File: config.mk
export PLATFORM = sky130hd
export DESIGN_NAME = wp_region_cmp
export DESIGN_NICKNAME = d
export VERILOG_FILES = /design/src/rtl/wp_region_cmp.sv
export SDC_FILE = /design/constraint.sdc
export NUM_CORES = 1
export LEC_CHECK = 0
export BUFFER_PORTS_ARGS = -buffer_cell sky130_fd_sc_hd__buf_2
export CORE_AREA = 2 2 39 41
export DETAILED_ROUTE_END_ITERATION = 6
export DIE_AREA = 0 0 41 43
export PLACE_DENSITY = 0.37
export RECOVER_POWER = 100
export SKIP_LAST_GASP = 1
export SLEW_MARGIN = 40
export SYNTH_ARGS = -nofsm -noshare
export SYNTH_HDL_FRONTEND = slang
export SYNTH_SLANG_ARGS = --single-unit
File: constraint.sdc
create_clock -name vclk -period 1.3
set_input_delay 0.13 -clock vclk [all_inputs]
set_output_delay 0.13 -clock vclk [all_outputs]
set_load 0.03 [all_outputs]
File: src/rtl/wp_region_cmp.sv
module wp_region_cmp #(
    parameter int ADDR_W = 9,
    parameter int ROW_W  = 3,
    parameter int DATA_W = ADDR_W - 1
) (
    input  logic [DATA_W-1:0] shadow_i,
    input  logic              prot_en_i,
    input  logic [ADDR_W-1:0] addr_i,
    output logic              fenced_o
);
    localparam int BND_W    = ADDR_W - 1 - ROW_W;
    localparam int FLAG_BIT = ROW_W - 1;
    localparam int BLK_BIT  = ADDR_W - 1;

    logic [BND_W-1:0] boundary;
    logic [BND_W-1:0] row;
    logic             flag_off;
    logic             unused_low_bits;

    assign boundary        = shadow_i[DATA_W-1 -: BND_W];
    assign row             = addr_i[BLK_BIT-1 -: BND_W];
    assign flag_off        = shadow_i[FLAG_BIT];
    assign unused_low_bits = ^{shadow_i[FLAG_BIT-1:0], addr_i[ROW_W-1:0]};

    always_comb begin
        fenced_o = 1'b0;
        if (prot_en_i && !flag_off && addr_i[BLK_BIT])
            fenced_o = (row >= boundary);
    end
endmodule

== Word level (Yosys, flattened, before mapping) ==
Cells that the tools add are included.
Word-level totals
  register bits: 0
  input port bits: 18
  output and inout port bits: 1
Cells by class
  magnitude comparators: 1
  multiplexer cells: 1
  reduce and logical (&&, ||, !) cells: 3
Operators with widths (count)
  $ge A5 B5 Y1: 1
  $logic_and A1 B1 Y1: 2
  $logic_not A1 Y1: 1
  $mux W1: 1

== Longest topological paths before layout ==
  depth in word-level cells: 4
  gate-level depth with buffers: 5

== Worst setup path before layout ==
Ideal clock, no wire load.
  path type: input port to output port
  start point: input shadow_i[7]
  end point: output fenced_o
  arrival: 1.352 ns
  required time: 1.170 ns
  setup slack: -0.182 ns
  cell stages on the path: 5
  cell sequence: inv_1 > ha_1 > o21a_1 > nor2_1 > a2111oi_2
Between the ends
  longest elaborated chain between the ends: 2
Ends and longest elaborated chain
  start: declaration: line 6  | input logic [DATA_W-1:0] shadow_i,
  $ge A5 B5 Y1: line 28  | fenced_o = (row >= boundary);
  $mux W1: line 27  | if (prot_en_i && !flag_off && addr_i[BLK_BIT])
  end: declaration: line 9  | output logic fenced_o
Every way passes these cells.

== Worst setup path after layout ==
  start point: input shadow_i[4]
  end point: output fenced_o
The elaborated chain is that of the path after synthesis.

==> metrics <==
post-layout net count=59; min cycle time layout=1.30 ns; Max FO, Critical Path=1; Hold Startpoint=shadow_i[2]; Commonest cells post-synth=6 x inv_1, 5 x ha_1; crit-path cells=buf_6, inv_2, ha_4, o211ai_1, a2111oi_4, buf_4; Int Pwr=71.5 uW; Max-slew headroom=0.812; dpl ws=-0.155 ns; Post-Syn Instances=18; dpl hpwl=372 microns; Final Setup Violations=0; Comb pwr share=1.000; Hold Crit Class=input port to output port; Period Utilization, post-route=0.999; power consumption=118 uW; total number of sequential cells=0; CP delay by family, top=compound AO/OA/AOI/OAI gates; share of layout cells above drive strength 1=0.853; Warnings, synthesis=0; fillers=153; grt ovf=0; Distinct cells, synth=9; routed wire length=453 microns; largest net degree at the start of global routing=3; # diodes=0; clock power share=0; Ports=19; CP max-delay cell=a2111oi_4; top-area cell type share of the netlist area=0.459; Initial Util=0.0986; IO buf count=14; endpoints failing hold=0; Synth Area in Compound Gates=0.321; worst-margin pin slew=0.281 ns; slack of the critical path=0.00108 ns; Min-Delay Path Depth=3; classification of the worst setup path=input port to output port; worst vdd ir=93.0 uV; CP peak stage delay=0.35 ns; Leak=0.000167 uW; Worst EP required=1.17 ns; die footprint=1760 sq um; Synth Area in Adders=0.459; Min Hold Slack=0.551 ns; critical path depth in cells=6; Via density=3.56; drt first pass iters=1; top post-synthesis cells by area=ha_1 46%, inv_1 17%, a2111oi_2 11%; per-cell routed wire length=9.06 microns; vias in the first global route=157; PwrDens=302 nW/um^2; overall routing resource usage=0.0470; Net Sw Frac=0.395; hold endpoint=fenced_o; Max Slew Vio Count=0; placed cell areas=246 sq um; cell area after layout=390 sq um; Flop pwr share=0; largest family of logic cells by synthesized area=adder cells; post-synthesis mux area share=0; Worst setup SP type=input port; Die W=41 microns; drt initial violations=0; Post-Synth Simple-Gate Area=0.0550; critical path capture point type=output port; Synth Area in XOR/XNOR=0; initial antenna violation count=0; RePlAce Congestion=0.641; Die H=43 microns; max_cap viols=0; first-pass GRT wire length=600 microns; outcome=complete, no violations; Seq/Total Area, Yosys=0; Core Area=1380 sq um; P_sw=46.6 uW; Mapped Area=136 sq um; most area-hungry cell type in the Yosys netlist=ha_1; arrival time worst endpoint=1.17 ns; antenna-violating nets left=0; count leader, synth=inv_1; Layout area overhead=186%; vias post-DR=178; Reg area=0 sq um; Syn Nets=41; syn_area_per_cell=7.58 sq um; row cnt=14; # DRC=0; Fmax=770 MHz; Clock buffer cells=0; RSZ-0062 raised after global routing=yes; Buf/Inv on CP=3; CTS hold repair buffers=0
-- per-stage QoR --
step / setup TNS [ns] / util / instances
global route: -0.0504 / 0.282 / 50
CTS: -0.0131 / 0.210 / 49
finish: 0 / 0.282 / 50
global placement: -0.153 / 0.178 / 49
floorplan: 0 / - / 18
detailed placement: -0.155 / 0.178 / 49
-- cells in the final DEF (no fill, tap or decap), types with 3 or more instances in the layout --
master	instances
inv_2	4
buf_6	10
ha_4	5
buf_2	3
buf_4	3
-- worst max path at each step --
stage | startpoint | to | slack, ns
3_5_place_dp | shadow_i[7] | fenced_o | -0.16
3_3_place_gp | shadow_i[7] | fenced_o | -0.15
5_1_grt | shadow_i[4] | fenced_o | -0.05
6_report | shadow_i[4] | fenced_o | 0.001
2_1_floorplan | shadow_i[5] | fenced_o | 0.03
4_1_cts | shadow_i[7] | fenced_o | -0.01
-- per-layer routing --
layer | vias up | GRT usage | routed length [microns]
li1 | 94 | - | -
met1 | 70 | 0.0854 | 232
met2 | 14 | 0.0625 | 156
met3 | 0 | 0 | 64
met4 | 0 | 0 | 0
met5 | - | 0 | 0
-- tightest hold or removal path: stages --
cell and delay (ns):
buf_2 0.10, a2111oi_4 0.03, buf_4 0.15
-- cells by family (layout without fill, tap and decap cells) --
kind of cell    count (synthesis)  after routing
buf+inv                         6             22
simple gates                    2              2
compound gates                  5              5
fa+ha+maj                       5              5
-- final cells by class --
cell class | count | area, sq um | share of cell area
Multi-Input combinational cell | 12 | 195 | 0.500
Timing Repair Buffer | 16 | 150 | 0.385
Inverter | 6 | 25.0 | 0.0641
Tap cell | 16 | 20.0 | 0.0513
-- repair_timing --
| action | CTS | global route |
|---|---|---|
| hold endpoints to repair | 0 | 0 |
| cloned | 0 | 0 |
| endpoints found under the setup margin | 1 | 1 |
| pin swaps | 4 | 9 |
| buffers inserted | 0 | 1 |
| gates resized for setup | 7 | 19 |
-- power groups by stage --
stage,clock [uW],combinational [uW],sequential (uW)
2_1_floorplan,0,39.0,0
3_3_place_gp,0,69.6,0
3_5_place_dp,0,69.4,0
4_1_cts,0,85.3,0
5_1_grt,0,131,0
6_report,0,118,0
Power figures use the tool's default switching activity.
